$ cat config.mk
export PLATFORM = sky130hd
export DESIGN_NAME = mdio_cmd_master
export DESIGN_NICKNAME = d
export VERILOG_FILES = /design/src/rtl/mdio_cmd_pkg.sv /design/src/rtl/mdio_mdc_div.sv /design/src/rtl/mdio_frame_engine.sv /design/src/rtl/mdio_cmd_master.sv
export SDC_FILE = /design/constraint.sdc
export NUM_CORES = 1
export LEC_CHECK = 0
export BUFFER_PORTS_ARGS = -buffer_cell sky130_fd_sc_hd__buf_2
export CAP_MARGIN = 20
export CORE_ASPECT_RATIO = 1.75
export CORE_MARGIN = 4
export CORE_UTILIZATION = 58
export CTS_BUF_LIST = sky130_fd_sc_hd__clkbuf_16
export DETAILED_ROUTE_END_ITERATION = 10
export PLACE_DENSITY = 0.8
export SLEW_MARGIN = 20
export SYNTH_ARGS = -nofsm -noshare
export SYNTH_HDL_FRONTEND = slang
export SYNTH_HIERARCHICAL = 1
export SYNTH_SLANG_ARGS = --single-unit
$ cat constraint.sdc
create_clock -name clk -period 2.86 [get_ports clk]
set_clock_uncertainty 0.2 [all_clocks]
set_input_delay 0.286 -clock clk [delete_from_list [all_inputs] [get_ports clk]]
set_output_delay 0.286 -clock clk [all_outputs]
set_load 0.03 [all_outputs]
$ cat src/rtl/mdio_cmd_pkg.sv
package mdio_cmd_pkg;
    localparam int FRAME_BITS = 64;   // preamble + header + turnaround + data
    localparam int TA_FIRST   = 46;   // index of first turnaround bit in frame
    localparam int RD_FIRST   = 48;   // index of first data bit in frame
    localparam int F_PHY_LSB  = 21;
    localparam int F_REG_LSB  = 16;
    localparam int F_READ     = 27;
    localparam int F_ENABLE   = 30;
    localparam int F_BUSY     = 31;

    typedef logic [5:0] bit_idx_t;

    typedef struct packed {
        logic                  active;
        logic                  rd;
        logic                  mdc;
        logic                  oe;
        bit_idx_t              bidx;
        logic [FRAME_BITS-1:0] sh;
        logic [15:0]           cap;
    } eng_state_t;
endpackage

$ cat src/rtl/mdio_mdc_div.sv
module mdio_mdc_div #(
    parameter int CLK_DIV = 4
) (
    input  logic clk,
    input  logic rst_n,
    input  logic restart_i,
    input  logic run_i,
    output logic rise_o,
    output logic wrap_o
);
    localparam int HALF = CLK_DIV / 2;
    localparam int CW   = (CLK_DIV > 2) ? $clog2(CLK_DIV) : 1;

    logic [CW-1:0] cnt_d, cnt_q;

    always_comb begin
        cnt_d = cnt_q;
        if (restart_i) begin
            cnt_d = '0;
        end else if (run_i) begin
            cnt_d = (cnt_q == CW'(CLK_DIV - 1)) ? '0 : cnt_q + 1'b1;
        end
    end

    always_ff @(posedge clk or negedge rst_n) begin
        if (!rst_n) cnt_q <= '0;
        else        cnt_q <= cnt_d;
    end

    assign rise_o = run_i && (cnt_q == CW'(HALF - 1));
    assign wrap_o = run_i && (cnt_q == CW'(CLK_DIV - 1));
endmodule

$ cat src/rtl/mdio_frame_engine.sv
module mdio_frame_engine
    import mdio_cmd_pkg::*;
#(
    parameter int CLK_DIV = 4
) (
    input  logic                  clk,
    input  logic                  rst_n,
    input  logic                  start_i,
    input  logic                  is_read_i,
    input  logic [FRAME_BITS-1:0] frame_i,
    input  logic                  mdio_i,
    output logic                  mdc_o,
    output logic                  mdio_o,
    output logic                  mdio_oe_o,
    output logic                  fin_o,
    output logic [15:0]           rdata_o
);
    eng_state_t s_d, s_q;
    logic       rise, wrap;
    bit_idx_t   nxt;

    mdio_mdc_div #(.CLK_DIV(CLK_DIV)) u_div (
        .clk      (clk),
        .rst_n    (rst_n),
        .restart_i(start_i),
        .run_i    (s_q.active),
        .rise_o   (rise),
        .wrap_o   (wrap)
    );

    assign nxt = s_q.bidx + 6'd1;

    always_comb begin
        s_d = s_q;
        if (start_i) begin
            s_d.active = 1'b1;
            s_d.rd     = is_read_i;
            s_d.mdc    = 1'b0;
            s_d.oe     = 1'b1;           // first bit is preamble: driven
            s_d.bidx   = '0;
            s_d.sh     = frame_i;
        end else if (s_q.active) begin
            if (rise) begin
                s_d.mdc = 1'b1;
                if (s_q.rd && (s_q.bidx >= 6'(RD_FIRST)))
                    s_d.cap = {s_q.cap[14:0], mdio_i};
            end
            if (wrap) begin
                s_d.mdc = 1'b0;
                if (s_q.bidx == 6'(FRAME_BITS - 1)) begin
                    s_d.active = 1'b0;
                    s_d.oe     = 1'b0;
                end else begin
                    s_d.bidx = nxt;
                    s_d.sh   = {s_q.sh[FRAME_BITS-2:0], 1'b0};
                    s_d.oe   = !(s_q.rd && (nxt >= 6'(TA_FIRST)));
                end
            end
        end
    end

    always_ff @(posedge clk or negedge rst_n) begin
        if (!rst_n) s_q <= '0;
        else        s_q <= s_d;
    end

    assign mdc_o     = s_q.mdc;
    assign mdio_o    = s_q.sh[FRAME_BITS-1];
    assign mdio_oe_o = s_q.oe;
    assign fin_o     = wrap && (s_q.bidx == 6'(FRAME_BITS - 1));
    assign rdata_o   = s_q.cap;
endmodule

$ cat src/rtl/mdio_cmd_master.sv
module mdio_cmd_master
    import mdio_cmd_pkg::*;
#(
    parameter int CLK_DIV  = 4,
    parameter int NUM_PHYS = 5
) (
    input  logic        clk,
    input  logic        rst_n,
    input  logic        cmd_wr_en,
    input  logic [31:0] cmd_wdata,
    output logic [31:0] cmd_rdata,
    output logic        mdc,
    output logic        mdio_o,
    output logic        mdio_oe,
    input  logic        mdio_i
);
    logic [31:0]           cmd_d, cmd_q;
    logic                  accept, go, phy_ok, start, fin, wr_read;
    logic [15:0]           cap;
    logic [FRAME_BITS-1:0] frame;

    assign accept  = cmd_wr_en && !cmd_q[F_BUSY];
    assign go      = cmd_wdata[F_ENABLE] && cmd_wdata[F_BUSY];
    assign phy_ok  = {1'b0, cmd_wdata[F_PHY_LSB +: 5]} < 6'(NUM_PHYS);
    assign start   = accept && go && phy_ok;
    assign wr_read = cmd_wdata[F_READ];

    assign frame = {32'hFFFF_FFFF, 2'b01,
                    wr_read ? 2'b10 : 2'b01,
                    cmd_wdata[F_PHY_LSB +: 5],
                    cmd_wdata[F_REG_LSB +: 5],
                    2'b10,
                    cmd_wdata[15:0]};

    always_comb begin
        cmd_d = cmd_q;
        if (accept) begin
            cmd_d         = cmd_wdata;
            cmd_d[F_BUSY] = go && phy_ok;
            if (go && !phy_ok && wr_read) cmd_d[15:0] = 16'hFFFF;
        end
        if (fin) begin
            cmd_d[F_BUSY] = 1'b0;
            if (cmd_q[F_READ]) cmd_d[15:0] = cap;
        end
    end

    always_ff @(posedge clk or negedge rst_n) begin
        if (!rst_n) cmd_q <= '0;
        else        cmd_q <= cmd_d;
    end

    mdio_frame_engine #(.CLK_DIV(CLK_DIV)) u_eng (
        .clk      (clk),
        .rst_n    (rst_n),
        .start_i  (start),
        .is_read_i(wr_read),
        .frame_i  (frame),
        .mdio_i   (mdio_i),
        .mdc_o    (mdc),
        .mdio_o   (mdio_o),
        .mdio_oe_o(mdio_oe),
        .fin_o    (fin),
        .rdata_o  (cap)
    );

    assign cmd_rdata = cmd_q;
endmodule

==> flow_summary.ini, run 1 <==
[cts]
cts_made_buffers = 17
htreeDepth = 4
path_clk_slew_ps = 60
cts_setup_buffers = 0
ctsResizeCount = 0
cts_hold_buf = 33
cts_tree = done
clk_path_buf_depth = 2
clock-sinks = 124
clkLatencyLatePin_ps = 410
root_buffer = clkbuf_16

[die]
io_pins = 71
dieHeight_microns = 140
dieArea_sq_mm = 0.0117
die_width_microns = 83.5
coreArea_sq_mm = 0.00979
initial_core_util = 0.591
num_rows = 48

[logic_synthesis]
synth_flop_cell = dfrtp_1
synth_area_leaders = dfrtp_1 (54%), mux2i_1 (14%), nand2_1 (5.0%)
synth_top_area_cell = dfrtp_1
ys_seq_area_frac = 0.536
syn_area_per_cell_sq_um = 11.1
yosysTopAreaCellShare = 0.536
netlist_area_sq_mm = 0.00579
ys_ff_latch = 124
postSynth.asyncResetShare = 1.00
ys_warn_count = 6
syn_inst = 521
synthDistinctLibCells = 41
synth-edff-count = 0

[layout]
diodes = 0
syn2layout_area_growth_pct = 23.5
multi_input_area_sq_mm = 0.00248
final_cell_mix = dfrtp_1 (124), mux2i_1 (79), nand2_1 (77)
final_cell_area_sq_mm = 0.00715
final_layout_size_suffix_gt1_frac = 0.198
num-nets-final = 675
n_fill_cell = 651
regArea_sq_mm = 0.00310
final_common_cell = dfrtp_1

[critical_path]
cp_slowest_stage_delay_ps = 540
startpoint_type = input pin
critPathBufInv = 3
crit_arrival_ps = 2400
cp_max_fo = 16
startpoint = cmd_wdata[30]
crit_family = buffers and inverters
critPathSlowestCell = dlygate4sd3_1
end_kind = flip-flop
worstPathCellList = dlygate4sd3_1, buf_2, and4b_1, and3_4, nand2b_1, nor3_4, buf_4, mux2_2
crit_type = in -> reg
crit_required_ps = 2950
reg2reg_from = u_eng/s_q[80]

[place]
place_ws_ps = 655
place_area_sq_mm = 0.00620
portBuffers = 70
hpwl_microns = 7240
place.gp.congestion = 0.760

[grt]
grt_remaining_overflow = 0
grt_pass1_vias = 4424
antenna_found_initial = 0
grt_max_degree = 141
grt_pass1_wl_microns = 21500
grt_util_all_layers = 0.228

[sta]
tightestPinTransition_ps = 630
max_freq_mhz = 434
rsz0062_at_grt = false
fin_tns_setup_ps = 0
finalCritPeriodShare = 0.805
period_needed_ps = 2300
setup_violations = 0
setup_slack_ps = 556
max_slew_margin = 0.580
slew_violations = 0
hold_viol = 0

[worst_hold_path]
hold_class = in -> async

[pwr]
pwr-share-comb = 0.312
power.internal_uw = 4830
switching_power_uw = 2770
power_frac_seq = 0.395
ir_drop_uv = 1050
p_per_area_mw_per_mm2 = 1060
clkPwrFrac = 0.292
swShare = 0.365
leakagePower_uw = 0.00312

[route]
routed_wirelength_microns = 12500
viasPerCell = 5.43
drt_iter0_drc = 248
vias = 4198
first_pass_iters = 5
drc = 0
wire_per_inst_microns = 16.2
ant_nets = 0

[run]
drv_cap = 0

[outcome]
status = complete, no violations
## layer usage
metal	share of wire	vias to the layer above	track usage
met5	0	-	0
met4	0.016	0	0.0924
met3	0.030	16	0.0412
met2	0.55	84	0.399
met1	0.40	2098	0.277
li1	-	2000	-
## worst register-to-register path, delay by kind of cell (launching register included)
family	cells	cell delay (ps)
AOI/OAI and AO/OA	2	290
adders and majority gates	1	280
buffers and inverters	1	380
DFF	1	430
muxes	1	310
and+or+nand+nor	1	240
## path summary, 6_finish.rpt
path / end / slack (ps) / cells after the start
setup / recovery: u_eng/rdata_o[2] / 560 / 8
hold / removal: cmd_rdata[21] / 240 / 2
setup reg to reg: u_eng/s_q[31] / 580 / 6
hold reg to reg: cmd_rdata[26] / 290 / 1
max in group asynchronous: u_eng/s_q[89] / 1440 / 3
min in group clk: cmd_rdata[31] / 280 / 4
## through the flow
stage | power [uW] | utilization | cells | hold WS (ps)
after floorplan | 4660 | - | 555 | -210
after global placement | 5160 | 0.634 | 708 | 137
after detailed placement | 5300 | 0.634 | 708 | 142
after CTS | 7610 | 0.730 | 773 | 245
after global routing | 8050 | 0.730 | 773 | 287
final | 7600 | 0.730 | 773 | 244
## flip-flops by register name, summed over array words and instances, names as in the netlist
| signal | flops |
|---|---|
| u_eng/rdata_o | 16 |
| u_eng/mdc_o | 1 |
| cmd_rdata | 32 |
| u_eng/mdio_oe_o | 1 |
| u_eng/u_div/cnt_q | 2 |
| u_eng/mdio_o | 1 |
| u_eng/s_q | 71 |
## cell usage after synthesis, drive strengths merged, types with 2 or more instances
cell / count
dfrtp: 124
mux2i: 79
nand2: 78
o21ai: 66
buf: 30
mux2: 30
nor2: 25
a31oi: 18
clkbuf: 18
inv: 7
a21oi: 6
a211oi: 5
ha: 4
nand2b: 4
xnor2: 4
nand3: 3
and2: 2
and3: 2
conb: 2
## cell families after synthesis
kind of cell / Yosys count / synth area share
adders and majority gates: 4 / 0.00865
and+or+nand+nor: 121 / 0.0923
xor gates and xnor gates: 4 / 0.00605
buffers and inverters: 55 / 0.0592
DFF: 124 / 0.536
muxes: 109 / 0.195
other: 2 / 0.00130
AOI/OAI and AO/OA: 102 / 0.102
## cell type report
cell class | instances | share of cell area
inverter | 7 | 0.00368
clock inverter | 15 | 0.0263
sequential | 124 | 0.434
timing repair buffer | 109 | 0.107
multi-input combinational | 376 | 0.347
clock buffer | 17 | 0.0595
tap | 125 | 0.0219
## power groups by stage
stage / registers [uW] / clock network [uW] / logic, uW
floorplan: 3370 / 0 / 1290
global placement: 2950 / 0 / 2210
detailed placement: 3000 / 0 / 2310
CTS: 2990 / 2250 / 2380
global route: 3090 / 2340 / 2610
finish: 3000 / 2220 / 2370
Power figures use the tool's default switching activity.
==> run 2, diff against run 1 <==
Clock period 2.86 ns to 2.3 ns, I/O delays scaled along.
==> run 2 against run 1 <==
Net effect:
- wire length shrank 2.7%
- clock power grew 5%
- worst hold slack got worse by 110 ps
- die area did not move
- worst setup slack lost 450 ps
- critical path depth is 2 lower
- combinational power up 27%
- sequential power increased by 24%
- cell area shrank 0.53%
==> flow_summary.ini, run 2 (synthesized netlist as in run 1, its figures left out) <==
[cts]
cts_tree = done
clk_path_buf_depth = 2
clkLatencyLatePin_ps = 410
htreeDepth = 4
clock-sinks = 124
root_buffer = clkbuf_16
cts_setup_buffers = 0
cts_made_buffers = 17
path_clk_slew_ps = 50

[route]
drc = 0
first_pass_iters = 4
vias = 4197
routed_wirelength_microns = 12200
viasPerCell = 5.42
wire_per_inst_microns = 15.7
drt_iter0_drc = 259
ant_nets = 0

[sta]
setup_violations = 0
finalCritPeriodShare = 0.953
max_slew_margin = 0.602
fin_tns_setup_ps = 0
rsz0062_at_grt = false
max_freq_mhz = 456
period_needed_ps = 2190
tightestPinTransition_ps = 597
hold_viol = 0
whs_ps = 137
slew_violations = 0

[critical_path]
crit_type = reg -> reg
reg2reg_from = u_eng/s_q[80]
crit_arrival_ps = 2260
cp_max_fo = 44
end_kind = flip-flop
ff2ff_path_depth = 6
endpoint = u_eng/s_q[43]
startpoint = u_eng/s_q[80]
startpoint_type = flip-flop
reg2reg_slack_ps = 110
crit_required_ps = 2370
r2r_end = u_eng/s_q[43]

[layout]
diodes = 0
regMostFlops = u_eng/s_q
syn2layout_area_growth_pct = 22.8
largest_reg_flops = 71
final_core_util = 0.726
stdcell_count = 775
final_cell_area_sq_mm = 0.00711
num-nets-final = 679
final_common_cell = dfrtp_1
final_cell_mix = dfrtp_1 (124), mux2i_1 (78), nand2_1 (77)
final_layout_size_suffix_gt1_frac = 0.195

[worst_hold_path]
hold_class = in -> async

[grt]
grt_pass1_vias = 4439
grt_max_degree = 141
grt_pass1_wl_microns = 20900
grt_remaining_overflow = 0
antenna_found_initial = 0
grt_util_all_layers = 0.222

[pwr]
clkPwrFrac = 0.259
pwr-share-comb = 0.332
swShare = 0.365
power.internal_uw = 5760
p_per_area_mw_per_mm2 = 1270
ir_drop_uv = 845
switching_power_uw = 3300
leakagePower_uw = 0.00312
power_frac_seq = 0.409

[die]
die_width_microns = 83.5
io_pins = 71
dieArea_sq_mm = 0.0117
initial_core_util = 0.591
dieHeight_microns = 140
num_rows = 48
coreArea_sq_mm = 0.00979

[place]
place_area_sq_mm = 0.00626
portBuffers = 70
place_inst = 712
place.gp.congestion = 0.792
hpwl_microns = 7720

[outcome]
status = complete, no violations

[run]
drv_cap = 0
run 2: metal layers:
layer  share of wire  up-vias  track usage  wire (microns)
met5               0        -            0               0
met4           0.014        0       0.0975             168
met3           0.036       16       0.0418             437
met2            0.55       92        0.398            6680
met1            0.40     2088        0.255            4920
li1                -     2001            -               -
run 2: area by class of cell:
| class | instances | area [sq um] |
|---|---|---|
| sequential | 124 | 3100 |
| fill | 621 | 2680 |
| multi-input combinational | 376 | 2490 |
| timing repair buffer | 113 | 825 |
| clock buffer | 17 | 425 |
| tap | 125 | 156 |
| clock inverter | 13 | 87.6 |
| inverter | 7 | 26.3 |
run 2: worst max-delay path: stages, from the launching register on:
cell     delay [ps]
dfrtp_1         440
ha_1            280
and4_4          240
a21oi_4         190
buf_12          310
mux2i_1         270
o21ai_1          90
run 2: what timing repair did:
action / CTS / global route
hold endpoints to repair: 94 / 0
hold buffers: 33 / 0
endpoints found under the setup margin: 0 / 7
resized for setup: 0 / 2
run 2: worst min-delay path by stage:
stage,startpoint,slack (ps),to,cells past startpoint
final,rst_n,140,u_eng/s_q[53],2
after global routing,rst_n,180,u_eng/s_q[53],2
after CTS,rst_n,140,u_eng/s_q[53],2
after detailed placement,rst_n,30,u_eng/s_q[53],1
after global placement,rst_n,20,u_eng/s_q[54],1
after floorplan,rst_n,-270,cmd_rdata[0],0
run 2: power groups by stage:
stage	logic [uW]	clock network [uW]	registers (uW)
2_1_floorplan	1610	0	4190
3_3_place_gp	2820	0	3650
3_5_place_dp	2960	0	3700
4_1_cts	3010	2390	3690
5_1_grt	3290	2490	3820
6_report	3010	2340	3710
run 2: metrics by stage:
stage	total power, uW	setup WS (ps)
after floorplan	5800	46.0
after global placement	6470	247
after detailed placement	6660	152
after CTS	9090	105
after global routing	9600	7.60
final	9060	108
==> run 3, diff against run 2 <==
Clock period 2.3 ns to 2.2 ns, I/O delays scaled along.
==> run 3 against run 2 <==
Net effect:
- clock power increased by 21%
- largest power group unchanged
- worst setup slack worse by 54 ps
- worst hold slack got worse by 50 ps
- largest cell class unchanged
- cell count increased by 1.0%
==> flow_summary.ini, run 3 (synthesized netlist as in run 1, its figures left out) <==
[sta]
max_slew_margin = 0.617
tightestPinTransition_ps = 575
finalCritPeriodShare = 0.975
setup_slack_ps = 54.0
fin_tns_setup_ps = 0
slew_violations = 0
max_freq_mhz = 466
period_needed_ps = 2150
setup_violations = 0
rsz0062_at_grt = false
hold_viol = 0

[outcome]
status = complete, no violations

[route]
vias = 4362
drc = 0
ant_nets = 0
wl_met1_microns = 5280
viasPerCell = 5.57
first_pass_iters = 5
routed_wirelength_microns = 13900
dr_wl_met2_microns = 7790
drt_iter0_drc = 290
wire_per_inst_microns = 17.8
top_layer = met4
wl_met3_microns = 578

[layout]
final_cell_mix = dfrtp_1 (123), mux2i_1 (79), nand2_1 (77)
final_common_cell = dfrtp_1
n_fill_cell = 592
diodes = 0
final_layout_size_suffix_gt1_frac = 0.213
num-nets-final = 685
largest_reg_flops = 71
regMostFlops = u_eng/s_q
syn2layout_area_growth_pct = 26.3

[pwr]
leakagePower_uw = 0.00320
ir_drop_uv = 1090
swShare = 0.374
power.internal_uw = 6290
p_per_area_mw_per_mm2 = 1370
pwr-share-comb = 0.331
clkPwrFrac = 0.282
power_frac_seq = 0.387
switching_power_uw = 3760

[cts]
clock-sinks = 124
clkLatencyLatePin_ps = 430
root_buffer = clkbuf_16
clk_path_buf_depth = 2
path_clk_slew_ps = 60
htreeDepth = 4
cts_tree = done
cts_made_buffers = 17

[critical_path]
startpoint = cmd_wdata[22]
endpoint = u_eng/rdata_o[11]
reg2reg_slack_ps = 70
reg2reg_from = u_eng/s_q[81]
ff2ff_path_depth = 7
cp_max_fo = 16
crit_arrival_ps = 2240
crit_type = in -> reg
startpoint_type = input pin
r2r_end = u_eng/s_q[39]
crit_required_ps = 2290
end_kind = flip-flop

[grt]
grt_util_all_layers = 0.239
antenna_found_initial = 0
grt_max_degree = 141
grt_remaining_overflow = 0
grt_pass1_wl_microns = 22100
grt_pass1_vias = 4556

[die]
io_pins = 71
dieHeight_microns = 140
dieArea_sq_mm = 0.0117
initial_core_util = 0.591
die_width_microns = 83.5
coreArea_sq_mm = 0.00979
num_rows = 48

[place]
hpwl_microns = 7880
place.gp.congestion = 0.843
portBuffers = 70
place_ws_ps = 132

[run]
drv_cap = 0

[worst_hold_path]
hold_class = in -> async
## run 3: cell count changes in the layout (fill, tap and decap cells not counted), sizes merged
cell	previous run	this run
inv	9	15
buf	80	84
bufinv	1	2
clkbuf	17	19
clkinv	9	3
clkinvlp	1	2
## run 3: critical path: stages
cell and delay (ps):
dlygate4sd3_1 560, buf_2 150, o21ai_1 310, and3_4 270
nand2b_1 180, nor3_4 60, buf_12 160, mux2_1 330
## run 3: per-layer routing
layer	vias up	global-route usage
li1	2017	-
met1	2184	0.265
met2	130	0.429
met3	31	0.0624
met4	0	0.101
met5	-	0
## run 3: layout make-up
class,count,area (sq um),area share
Clock inverter,15,176,0.0241
Inverter,7,26.3,0.00359
Timing Repair Buffer,119,938,0.128
Clock buffer,17,425,0.0582
Tap cell,125,156,0.0214
Multi-Input combinational cell,376,2480,0.340
Sequential cell,124,3100,0.425
## run 3: power by group through the flow
stage / registers [uW] / clock network (uW) / logic (uW)
floorplan: 4380 / 0 / 1680
detailed placement: 3860 / 0 / 3130
global route: 3980 / 2970 / 3610
global placement: 3800 / 0 / 3000
CTS: 3850 / 2860 / 3210
finish: 3890 / 2840 / 3320
## run 3: worst min-delay path by stage
stage | slack [ps] | endpoint | startpoint
after floorplan | -280 | cmd_rdata[0] | rst_n
after global placement | -20 | cmd_rdata[29] | rst_n
after detailed placement | 0.4 | cmd_rdata[29] | rst_n
after CTS | 90 | cmd_rdata[17] | rst_n
after global routing | 150 | cmd_rdata[27] | rst_n
final | 90 | cmd_rdata[27] | rst_n
## run 3: repair_timing
item	in CTS	in global routing
setup endpoints to repair	0	3
buffers inserted	0	1
hold buffers	33	0
endpoints found under the hold margin	183	0
resized for setup	0	1
## run 3: per-stage QoR
step | std cells | util | instance area [sq um] | hold slack (ps) | power [uW]
2_1_floorplan | 555 | - | 5920 | -276 | 6060
3_3_place_gp | 715 | 0.644 | 6310 | -20.5 | 6800
3_5_place_dp | 715 | 0.644 | 6310 | 0.418 | 6990
4_1_cts | 780 | 0.740 | 7240 | 92.5 | 9920
5_1_grt | 783 | 0.747 | 7310 | 145 | 10600
6_report | 783 | 0.747 | 7310 | 86.8 | 10100
